==> config.mk <==
export PLATFORM = sky130hd
export DESIGN_NAME = fp_narrow
export DESIGN_NICKNAME = d
export VERILOG_FILES = /design/src/rtl/fpn_pkg.sv /design/src/rtl/fpn_classify.sv /design/src/rtl/fpn_align.sv /design/src/rtl/fpn_rne.sv /design/src/rtl/fp_narrow.sv
export SDC_FILE = /design/constraint.sdc
export NUM_CORES = 1
export LEC_CHECK = 0
export BUFFER_PORTS_ARGS = -buffer_cell sky130_fd_sc_hd__buf_2
export CORE_AREA = 4 4 81 83
export CTS_CLUSTER_SIZE = 14
export DETAILED_ROUTE_END_ITERATION = 8
export DIE_AREA = 0 0 85 87
export MAX_ROUTING_LAYER = met4
export PLACE_DENSITY = 0.81
export SKIP_CTS_REPAIR_TIMING = 1
export SLEW_MARGIN = 20
export SYNTH_ARGS = -nofsm -noshare
export SYNTH_HDL_FRONTEND = slang
export SYNTH_SLANG_ARGS = --single-unit
==> constraint.sdc <==
create_clock -name clk -period 8.5 [get_ports clk]
set_input_delay 0.425 -clock clk [delete_from_list [all_inputs] [get_ports clk]]
set_output_delay 0.425 -clock clk [all_outputs]
set_load 0.05 [all_outputs]
==> src/rtl/fpn_pkg.sv <==
package fpn_pkg;

    // Input classification carried from the classifier to the result mux.
    typedef enum logic [1:0] {
        CLS_NORM = 2'd0,
        CLS_TINY = 2'd1,
        CLS_OVF  = 2'd2,
        CLS_NAN  = 2'd3
    } fpn_cls_e;

    // Round-to-nearest-even increment decision.
    function automatic logic rne_up(input logic lsb, input logic above, input logic tie);
        return above | (tie & lsb);
    endfunction

endpackage

==> src/rtl/fpn_classify.sv <==
module fpn_classify
    import fpn_pkg::*;
#(
    parameter int SRC_EXP_W = 8,
    parameter int SRC_MAN_W = 23,
    parameter int DST_EXP_W = 5,
    parameter int DST_MAN_W = 10
) (
    input  logic [SRC_EXP_W+SRC_MAN_W-1:0] mag,
    output fpn_cls_e                       cls
);
    localparam int AW       = SRC_EXP_W + SRC_MAN_W;
    localparam int SRC_BIAS = (1 << (SRC_EXP_W - 1)) - 1;
    localparam int DST_BIAS = (1 << (DST_EXP_W - 1)) - 1;
    localparam int DST_TOP  = (1 << DST_EXP_W) - 1;
    localparam logic [AW-1:0] LO_EDGE = AW'(SRC_BIAS + 1 - DST_BIAS) << SRC_MAN_W;
    localparam logic [AW-1:0] HI_EDGE = AW'(SRC_BIAS + DST_TOP - DST_BIAS) << SRC_MAN_W;
    localparam logic [AW-1:0] SRC_INF = AW'((1 << SRC_EXP_W) - 1) << SRC_MAN_W;

    logic [AW-1:0] d_lo, d_hi;
    logic          in_range;

    always_comb begin
        // Wraparound: both differences sit below the span only in range.
        d_lo     = mag - LO_EDGE;
        d_hi     = mag - HI_EDGE;
        in_range = d_lo < d_hi;
        if (in_range)           cls = CLS_NORM;
        else if (mag > SRC_INF) cls = CLS_NAN;
        else if (mag >= HI_EDGE) cls = CLS_OVF;
        else                    cls = CLS_TINY;
    end
endmodule

==> src/rtl/fpn_align.sv <==
module fpn_align
    import fpn_pkg::*;
#(
    parameter int SRC_EXP_W = 8,
    parameter int SRC_MAN_W = 23,
    parameter int DST_EXP_W = 5,
    parameter int DST_MAN_W = 10
) (
    input  logic [SRC_EXP_W+SRC_MAN_W-1:0] mag,
    input  fpn_cls_e                       cls,
    output logic [DST_EXP_W+DST_MAN_W-1:0] keep,
    output logic [SRC_MAN_W-DST_MAN_W-1:0] rbits
);
    localparam int AW       = SRC_EXP_W + SRC_MAN_W;
    localparam int KW       = DST_EXP_W + DST_MAN_W;
    localparam int SH       = SRC_MAN_W - DST_MAN_W;
    localparam int NW       = SRC_EXP_W + DST_MAN_W;
    localparam int SRC_BIAS = (1 << (SRC_EXP_W - 1)) - 1;
    localparam int DST_BIAS = (1 << (DST_EXP_W - 1)) - 1;
    localparam logic [NW-1:0] REBIAS = NW'(SRC_BIAS - DST_BIAS) << DST_MAN_W;

    logic [NW-1:0]        norm_full;
    logic [SRC_MAN_W:0]   sig, lost, denorm;
    logic [31:0]          shamt;
    logic                 sticky;

    always_comb begin
        // Normal path: drop the low fraction bits and rebias the exponent.
        norm_full = mag[AW-1:SH] - REBIAS;

        // Tiny path: restore the hidden one, shift with sticky.
        sig    = {1'b1, mag[SRC_MAN_W-1:0]};
        shamt  = 32'(SRC_BIAS - DST_BIAS + 1) - 32'(mag[AW-1:SRC_MAN_W]);
        lost   = sig & ~({(SRC_MAN_W+1){1'b1}} << shamt);
        sticky = |lost;
        denorm = (sig >> shamt) | {{SRC_MAN_W{1'b0}}, sticky};

        keep  = '0;
        rbits = '0;
        if (cls == CLS_NORM) begin
            keep  = norm_full[KW-1:0];
            rbits = mag[SH-1:0];
        end else if (cls == CLS_TINY && shamt <= 32'(SRC_MAN_W)) begin
            keep  = {{(DST_EXP_W-1){1'b0}}, denorm[SRC_MAN_W:SH]};
            rbits = denorm[SH-1:0];
        end
    end
endmodule

==> src/rtl/fpn_rne.sv <==
module fpn_rne
    import fpn_pkg::*;
#(
    parameter int KW = 15,
    parameter int RB = 13
) (
    input  logic [KW-1:0] keep,
    input  logic [RB-1:0] rbits,
    output logic [KW-1:0] rounded
);
    localparam logic [RB-1:0] HALF = RB'(1) << (RB - 1);

    logic up;

    always_comb begin
        up      = rne_up(keep[0], rbits > HALF, rbits == HALF);
        // A carry out of the fraction ripples straight into the exponent.
        rounded = keep + {{(KW-1){1'b0}}, up};
    end
endmodule

==> src/rtl/fp_narrow.sv <==
module fp_narrow
    import fpn_pkg::*;
#(
    parameter int SRC_EXP_W = 8,
    parameter int SRC_MAN_W = 23,
    parameter int DST_EXP_W = 5,
    parameter int DST_MAN_W = 10
) (
    input  logic                                   clk,
    input  logic                                   rst,
    input  logic                                   in_valid,
    input  logic [SRC_EXP_W+SRC_MAN_W:0]           in_bits,
    output logic                                   out_valid,
    output logic [DST_EXP_W+DST_MAN_W:0]           out_bits
);
    localparam int SW = SRC_EXP_W + SRC_MAN_W + 1;
    localparam int DW = DST_EXP_W + DST_MAN_W + 1;
    localparam int KW = DW - 1;
    localparam int SH = SRC_MAN_W - DST_MAN_W;
    localparam logic [DST_EXP_W-1:0] DST_TOP = '1;

    fpn_cls_e      cls;
    logic [KW-1:0] keep, rounded, mag_res;
    logic [SH-1:0] rbits;

    fpn_classify #(
        .SRC_EXP_W(SRC_EXP_W), .SRC_MAN_W(SRC_MAN_W),
        .DST_EXP_W(DST_EXP_W), .DST_MAN_W(DST_MAN_W)
    ) cls_i (
        .mag(in_bits[SW-2:0]),
        .cls(cls)
    );

    fpn_align #(
        .SRC_EXP_W(SRC_EXP_W), .SRC_MAN_W(SRC_MAN_W),
        .DST_EXP_W(DST_EXP_W), .DST_MAN_W(DST_MAN_W)
    ) aln_i (
        .mag(in_bits[SW-2:0]),
        .cls(cls),
        .keep(keep),
        .rbits(rbits)
    );

    fpn_rne #(.KW(KW), .RB(SH)) rne_i (
        .keep(keep),
        .rbits(rbits),
        .rounded(rounded)
    );

    always_comb begin
        case (cls)
            CLS_NAN: mag_res = {DST_TOP, 1'b1, in_bits[SRC_MAN_W-2:SH]};
            CLS_OVF: mag_res = {DST_TOP, {DST_MAN_W{1'b0}}};
            default: mag_res = rounded;
        endcase
    end

    always_ff @(posedge clk) begin
        if (rst) begin
            out_valid <= 1'b0;
            out_bits  <= '0;
        end else begin
            out_valid <= in_valid;
            if (in_valid) out_bits <= {in_bits[SW-1], mag_res};
        end
    end
endmodule


# --- After elaboration in Yosys (flattened, before gate mapping) ---
# Cells that the tools add are included.
# Widths: inputs -> output; s select.
op_classes:
  add_sub_neg: 5
  n_lt_le_gt_ge: 5
  n_eq_ne: 4
  shifts: 2
  n_mux: 8
  bitwise: 5
  reduce_logical: 3
op_table:
  columns: ["cell", "count"]
  rows:
  - ["$le 32x5->1 const B", 1]
  - ["$shl 24x32->24 const A", 1]
  - ["$shr 24x32->24", 1]
  - ["$ge 31x31->1 const B", 1]
  - ["$gt 31x31->1 const B", 1]
  - ["$lt 31x31->1", 1]
  - ["$sub 31x30->31 const B", 1]
  - ["$sub 31x31->31 const B", 1]
  - ["$pmux 15 s2", 1]
  - ["$mux 13", 2]
  - ["$and 24x24->24", 1]
  - ["$not 24->24", 1]
  - ["$or 24x1->24", 1]
  - ["$reduce_or 24->1", 1]
  - ["$add 15x1->15", 1]
  - ["$mux 15", 1]
  - ["$sub 15x15->15 const B", 1]
  - ["$eq 13x13->1 const B", 1]
  - ["$gt 13x13->1 const B", 1]
  - ["$mux 11", 1]
  - ["$sub 7x8->9 const A", 1]
  - ["$mux 2", 3]
  - ["$eq 2x2->1 const B", 2]
  - ["$eq 2x1->1 const B", 1]
  - ["other kinds (4)", 4]
word_totals:
  ff_bits: 17
  inputBits: 35
  out_inout_bits: 17
  wordCells: 34

# --- Depth between registers and ports, before layout ---
# Gate-level depths: netlist of run 1.
depth:
  word_depth: 13
  ltp_mapped: 21
  ltp_nobuf: 18

# --- Modules after synthesis ---
# A second synthesis of run 1 with hierarchy kept.
hier_totals:
  cells_unflattened: 486
  hier_area_um2: 3492.1
modules_own_cells:
  columns: ["mod", "instances", "cells_each", "area_each_um2", "seq_area_each_um2"]
  rows:
  - ["fpn_align", 1, 297, 1970.6, 0.0]
  - ["fp_narrow", 1, 82, 768.2, 340.3]
  - ["fpn_classify", 1, 63, 445.4, 0.0]
  - ["fpn_rne", 1, 44, 307.8, 0.0]

# --- Worst setup path after synthesis of run 1 ---
# OpenSTA, ideal clock, no wires.
synth_timing:
  path_type: "input to register"
  from: "in in_bits[23]"
  to: "reg out_bits[14]"
  setup_time_ps: 62
  arrival_time_ps: 4748
  required_ps: 8438
  setup_slack_ps: 3691
  path_stages: 21
  path_buffers: 5
  path_cell_list: "clkbuf_1 > clkbuf_1 > buf_1 > nand2_1 > nand2_1 > or2_2 > nand2_1 > xor2_1 > ha_1 > a21oi_1 > o21ai_0 > a21oi_1 > clkbuf_1 > clkbuf_1 > nand2_1 > o31ai_1 > ha_1 > o21ai_1 > or3_1 > or3_1 > nand3_1"
synth_between:
  elab_chain_len: 13
  elab_cells_between_ends: 32
  cone_classes: "5 x add/sub; 5 x order compare; 4 x eq/ne; 2 x shift; 8 x mux; 5 x bitwise; 3 x reduce/logical"
synth_lines:
  columns: ["item", "line_no", "source"]
  rows:
  - ["start, declared", "fp_narrow.sv:12", "input logic [SRC_EXP_W+SRC_MAN_W:0] in_bits,"]
  - ["parallel branches: the longest is 12 deep, another holds $sub 31x30->31", null, null]
  - ["$pmux 15 s2 *", "fp_narrow.sv:51", "case (cls)"]
  - ["end signal, assigned", "fp_narrow.sv:64", "if (in_valid) out_bits <= {in_bits[SW-1], mag_res};"]
  - ["end, declared", "fp_narrow.sv:14", "output logic [DST_EXP_W+DST_MAN_W:0] out_bits"]
# Mark *: on every way between the ends.
# A chain may end at the register's enable or synchronous reset.

# --- Worst setup path after layout of run 1 ---
layout_timing:
  from: "in in_bits[24]"
  to: "reg out_bits[14]"
# The elaborated chain is that of the path after synthesis.

==> results of run 1 <==
-- power by group through the flow --
| stage | clock network, mW | logic, mW | registers [mW] |
|---|---|---|---|
| floorplan | 0 | 0.170 | 0.119 |
| global placement | 0 | 0.251 | 0.0921 |
| detailed placement | 0 | 0.253 | 0.0925 |
| CTS | 0.0615 | 0.254 | 0.0908 |
| global route | 0.0636 | 0.281 | 0.0917 |
| finish | 0.0616 | 0.260 | 0.0908 |
-- worst max-delay path, delay by kind of cell --
family                     cells  cell delay [ps]
and+or+nand+nor                7             1530
xor gates and xnor gates       1               70
AOI/OAI and AO/OA              5             1520
adders and majority gates      3              970
buffers and inverters          3             1010
-- sequential cells by signal, summed over array words and instances, names as in the netlist --
| signal | cells |
|---|---|
| out_bits | 16 |
| out_valid | 1 |
-- logic make-up (layout without fill, tap and decap cells) --
kind of cell    Yosys count  after routing
simple gates            181            181
compound gates          126            126
buf+inv                  58             72
mux                      38             38
xor+xnor                 24             24
flops                    17             17
fa+ha+maj                14             14
-- synth_stat cells, types with 5 or more instances --
cell / number / area share, %
mux2_2: 6 / 2.0
nor4_1: 16 / 3.0
o21ai_0: 21 / 3.1
a31oi_1: 11 / 2.0
inv_1: 9 / 1.0
dfxtp_1: 17 / 10
nand3_1: 11 / 1.6
nand2b_1: 5 / 0.93
o31ai_1: 5 / 1.1
a311oi_1: 7 / 1.8
mux2i_1: 16 / 4.7
nand4_1: 6 / 1.1
and3_1: 8 / 1.5
a211oi_1: 7 / 1.6
mux4_2: 15 / 10
a21oi_1: 25 / 3.7
clkbuf_1: 32 / 3.6
nor3_1: 15 / 2.2
xnor2_1: 12 / 3.1
o21a_1: 5 / 1.1
nor2_1: 50 / 5.6
xor2_1: 12 / 3.1
ha_1: 14 / 5.2
or3_1: 5 / 0.93
nand2_1: 41 / 4.6
buf_2: 7 / 1.0
nor2b_1: 8 / 1.5
-- per-layer routing --
layer  vias to the layer above  share of wire (%)
met3                        27                 11
met4                         0                2.1
met5                         -                  0
li1                       1777                  -
met1                      1802                 42
met2                       268                 46
-- per-stage QoR --
step                      setup slack, ps  cell area (sq um)
after CTS                            3200               3610
after detailed placement             2960               3560
after global routing                 2670               3610
final                                3130               3610
after global placement               3120               3560
after floorplan                      3690               3380
-- cell type report --
type | count | area [sq um] | share of cell area [%]
Timing Repair Buffer | 57 | 300 | 8.32
Sequential cell | 17 | 340 | 9.43
Clock buffer | 4 | 45.0 | 1.25
Tap cell | 75 | 93.8 | 2.60
Multi-Input combinational cell | 383 | 2790 | 77.2
Inverter | 11 | 41.3 | 1.14
-- worst max path at each step --
stage	startpoint	endpoint	slack, ps	cells after the start
after floorplan	in_bits[23]	out_bits[14]	3690	21
after global placement	in_bits[24]	out_bits[14]	3120	19
after detailed placement	in_bits[24]	out_bits[14]	2960	19
after CTS	in_bits[24]	out_bits[14]	3200	19
after global routing	in_bits[24]	out_bits[14]	2670	19
final	in_bits[24]	out_bits[14]	3130	19
==> impl_metrics.json, run 1 <==
{
  "outcome": "complete, no violations",
  "gr-usage-met1_pct": 40.5,
  "htreeDepth": 1,
  "p_seq_share_pct": 22.0,
  "yosys.area_share.simple_pct": 27.4,
  "dp.cells": 543,
  "rsz0062_at_grt": "false",
  "die_width_microns": 85,
  "min_path_cells": 3,
  "postSynthRegisterBits": 17,
  "crit_slowest_cell": "a21o_1",
  "path_cells": "buf_2 > buf_4 > clkinv_1 > ha_1 > nand2_1 > nand2_1 > or2_2 > nand2_1 > xnor2_1 > ha_1 > a21oi_1 > o21ai_0 > a21o_1 > a41o_1 > ha_1 > o21ai_1 > or3_1 > or3_1 > nand3_1",
  "holdPathEnd": "out_bits[15]",
  "drtIter0Drc": 392,
  "synth-compound-area-share_pct": 26.6,
  "finalHoldViolCount": 0,
  "groute.usage.overall_pct": 29.4,
  "slowest_delay_ps": 550,
  "synth_cell_type_count": 71,
  "clockPowerShare_pct": 14.9,
  "crit_required_ps": 8700,
  "leakagePower_nw": 1.39,
  "setup_viol": 0,
  "drive_gt1_share_pct": 19.7,
  "syn_inst": 458,
  "cts_tree": "built",
  "fin_skew_ps": 0,
  "hp-start": "in_bits[31]",
  "yosysWarnings": 0,
  "antenna_cells": 0,
  "wl_per_cell_microns": 19.7,
  "coreArea_sq_um": 5850,
  "netSwitchingFraction_pct": 49.0,
  "dieArea_sq_um": 7400,
  "rrSetupSlack_ps": 7370,
  "fmax_mhz": 186,
  "relSlewSlack_pct": 45.0,
  "p_total_uw": 412,
  "rr_startpoint": "out_bits[14]",
  "grt_overflow": 0,
  "initial_core_util_pct": 57.7,
  "synth_xor_area_share_pct": 6.23,
  "die_h_microns": 87,
  "grt_pass1_wl_microns": 17600,
  "first_global_vias": 3506,
  "synth_top_family_by_area": "simple AND/OR/NAND/NOR gates",
  "cts-buffers-inserted": 3,
  "clock_path_buffers": 2,
  "worst_hold_slack_ps": 401,
  "reg2reg_to": "out_bits[14]",
  "syn_to_final_growth_pct": 6.86,
  "synth-edff-count": 0,
  "period_share_pct": 63.1,
  "worst_slew_pin_slew_ps": 825,
  "postLayoutCoreUtil_pct": 61.7,
  "final_cell_mix": "buf_2, nor2_1, nand2_1",
  "nNetsFinal": 522,
  "antenna_found_initial": 0,
  "gp_congestion": 0.965,
  "syn_area_sq_um": 3380,
  "cts.clk_slew.worst_paths_ps": 70,
  "layoutNonFillerInstCount": 547,
  "numPortBuffers": 51,
  "vias": 3874,
  "crit_fanout": 51,
  "cts-root-buf": "clkbuf_8",
  "ant_nets": 0,
  "r2r_cells": 5,
  "drc": 0,
  "dp_hpwl_microns": 7620,
  "hp-class": "in -> reg",
  "fillers": 522,
  "firstDrtPassIters": 5,
  "synth_fp_nets": 507,
  "period_needed_ps": 5370,
  "synth.avg_cell_area_sq_um": 7.37,
  "seq_area_frac_synth_pct": 10.1,
  "top_usage_layer": "met2",
  "clkSinkCount": 17,
  "power_switching_uw": 202,
  "crit_type": "in -> reg",
  "routed_wl_microns": 10800,
  "synthArstFlopShare_pct": 0,
  "p_per_area_nw_per_um2": 114,
  "cp-start-kind": "input pin",
  "end_kind": "register",
  "pin_count": 52,
  "mostFrequentLayoutCell": "buf_2",
  "worst_ep_arrival_time_ps": 5560,
  "slew_violations": 0,
  "viasPerCell": 7.08,
  "vdd_ir_drop_max_v": 0.000108,
  "synth_ff_type": "dfxtp_1",
  "synth_fa_ha_area_share_pct": 5.19,
  "met2_usage_pct": 46.8,
  "max_cap_viol_count": 0,
  "rows": 28,
  "grt_max_degree": 52,
  "clock_latency_ps": 250,
  "p_int_uw": 210,
  "grtUsageMet3_pct": 2.74,
  "tns_ps": 0,
  "synth.mux.area_fraction_pct": 17.2,
  "p_comb_share_pct": 63.0
}
Power figures use the tool's default switching activity.
==> run 2, diff against run 1 <==
- ABC_AREA: unset -> 1
- CORE_AREA: 4 4 81 83 -> 4 4 83 85
- DIE_AREA: 0 0 85 87 -> 0 0 87 89
- PLACE_DENSITY: 0.81 -> 0.8
- clock period: 8.5 -> 5.4 ns (I/O delays scaled with it)
==> run 2 against run 1 <==
Effect of this change:
- synthesized cell count grew 44%
- cell area grew 6.3%
- via count grew 16%
- register-to-register slack lost 2700 ps
- combinational power grew 60%
- count of clock-buffer cells in the layout shrank 1
- worst setup slack lost 2000 ps
- clock skew is the same
- largest power group unchanged
==> impl_metrics.json, run 2 <==
{
  "r2r_cells": 2,
  "clock_path_buffers": 2,
  "synth_area_leaders": "nand2_1, nand3_1, dfxtp_1",
  "antenna_found_initial": 0,
  "gp_congestion": 1.04,
  "p_per_area_nw_per_um2": 171,
  "ant_nets": 0,
  "synth_ff_type": "dfxtp_1",
  "relSlewSlack_pct": 55.4,
  "postSynthRegisterBits": 17,
  "crit_path_frequent_cell": "inv_1",
  "holdPathEnd": "out_bits[15]",
  "synth_xor_area_share_pct": 4.98,
  "syn_area_sq_um": 3510,
  "synth_top_area_share_pct": 22.9,
  "yosysMostFrequentCell": "nand2_1",
  "synth_cell_type_count": 45,
  "crit_family": "simple AND/OR/NAND/NOR gates",
  "die_h_microns": 89,
  "tns_ps": 0,
  "synth.avg_cell_area_sq_um": 5.33,
  "wl_per_cell_microns": 15.8,
  "slew_violations": 0,
  "yosysWarnings": 0,
  "synth.mux.area_fraction_pct": 0,
  "min_path_cells": 3,
  "vias": 4488,
  "fmax_mhz": 237,
  "yosysTopAreaCell": "nand2_1",
  "synth-edff-count": 0,
  "worst_ep_arrival_time_ps": 4380,
  "routed_wl_microns": 12200,
  "first_global_vias": 4126,
  "reg.largest.list": "out_bits: 16 flops, out_valid: 1 flops",
  "seq_area_frac_synth_pct": 9.68,
  "worst_hold_slack_ps": 240,
  "finalHoldViolCount": 0,
  "clkSinkCount": 17,
  "htreeDepth": 1,
  "period_needed_ps": 4220,
  "synth_top_family_by_area": "simple AND/OR/NAND/NOR gates",
  "grt_pass1_wl_microns": 19500,
  "vdd_ir_drop_max_v": 0.000176,
  "crit_fanout": 33,
  "grt_max_degree": 34,
  "synthTopCellsByCount": "nand2_1, nand3_1, inv_1, nor2_1, o21ai_0",
  "pin_count": 52,
  "slowest_delay_ps": 520,
  "viasPerCell": 5.81,
  "crit_slowest_cell": "buf_2",
  "worst_slew_pin_slew_ps": 669,
  "coreArea_sq_um": 6200,
  "final_cell_mix": "nand2_1, nand3_1, inv_1",
  "numPortBuffers": 51,
  "synth-compound-area-share_pct": 13.5,
  "dp_hpwl_microns": 9610,
  "cts.clk_slew.worst_paths_ps": 70,
  "cts_tree": "built",
  "drc": 0,
  "dieArea_sq_um": 7740,
  "end_kind": "register",
  "rows": 29,
  "path_buf_inv": 7,
  "synth_fa_ha_area_share_pct": 4.63,
  "cts-root-buf": "clkbuf_8",
  "drive_gt1_share_pct": 15.2,
  "fin_skew_ps": 0,
  "firstDrtPassIters": 5,
  "hp-start": "in_bits[31]",
  "clock_latency_ps": 260,
  "outcome": "complete, no violations",
  "rsz0062_at_grt": "false",
  "p_total_uw": 654,
  "die_width_microns": 87,
  "nNetsFinal": 745,
  "rrSetupSlack_ps": 4700,
  "groute.usage.overall_pct": 32.3,
  "initial_core_util_pct": 56.6,
  "synth_fp_nets": 708,
  "antenna_cells": 0,
  "grt_overflow": 0,
  "rr_startpoint": "out_bits[1]",
  "yosys.area_share.simple_pct": 55.4,
  "largest_reg_flops": 16,
  "reg2reg_to": "out_bits[1]",
  "max_cap_viol_count": 0,
  "setup_viol": 0,
  "cts-buffers-inserted": 3,
  "leakagePower_nw": 2.02,
  "syn_to_final_growth_pct": 9.15,
  "period_share_pct": 78.2,
  "hp-class": "in -> reg",
  "crit_required_ps": 5560,
  "synthArstFlopShare_pct": 0,
  "drtIter0Drc": 332,
  "cp-start-kind": "input pin",
  "syn_inst": 660,
  "crit_type": "in -> reg",
  "mostFrequentLayoutCell": "nand2_1",
  "top_register": "out_bits"
}
[run 2: cell count changes in the layout (fill, tap and decap cells not counted), sizes merged, moves of 14 or more]
cell and delta:
mux4 -15, mux2i -16, nor2 +14, nand2 +184, o21ai +19, inv +65
nand3 +104
[run 2: worst register-to-register path, stage by stage, from the launching register on]
cell and delay [ps]:
dfxtp_1 330, o21ai_0 200, a21oi_1 60
[run 2: where the power goes]
group / leakage (nW) / internal, mW / switching (mW) / total, mW
registers: 0.141 / 0.137 / 0.00559 / 0.142
logic: 1.85 / 0.123 / 0.293 / 0.416
clock network: 0.0255 / 0.0513 / 0.0445 / 0.0958
[run 2: layout make-up]
class,instances,area (sq um)
clock buffers,3,41.3
clock inverters,1,5.00
fillers,646,2370
inverters,78,293
multi-input cells,540,2760
flip-flops and latches,17,340
well taps,77,96.3
repair buffers,57,300
[run 2: routing by layer]
metal | share of wire [%] | track usage [%] | wire, microns
met1 | 40 | 38.8 | 4950
met2 | 49 | 55.6 | 5940
met3 | 6.6 | 1.66 | 812
met4 | 4.3 | 14.6 | 527
met5 | 0 | - | 0
[run 2: stage by stage]
step	util, %	std cells	setup WS (ps)	area, sq um
global placement	61.1	769	1080	3790
global route	61.8	773	689	3840
finish	61.8	773	1180	3840
detailed placement	61.1	769	950	3790
floorplan	-	660	930	3510
CTS	61.8	773	1190	3840
[run 2: how the worst max path moves through the flow]
stage | from | depth (start not counted) | slack [ps] | to
after floorplan | in_bits[24] | 29 | 930 | out_bits[14]
after global placement | in_bits[24] | 28 | 1080 | out_bits[14]
after detailed placement | in_bits[24] | 28 | 950 | out_bits[10]
after CTS | in_bits[24] | 28 | 1190 | out_bits[10]
after global routing | in_bits[24] | 28 | 690 | out_bits[8]
final | in_bits[24] | 28 | 1180 | out_bits[10]
[run 2: cell families after synthesis]
family / Yosys count
AND/OR/NAND/NOR: 432
buffers and inverters: 103
AO/OA/AOI/OAI: 78
XOR/XNOR: 17
flip-flops: 17
adder cells (fa/ha/maj): 13
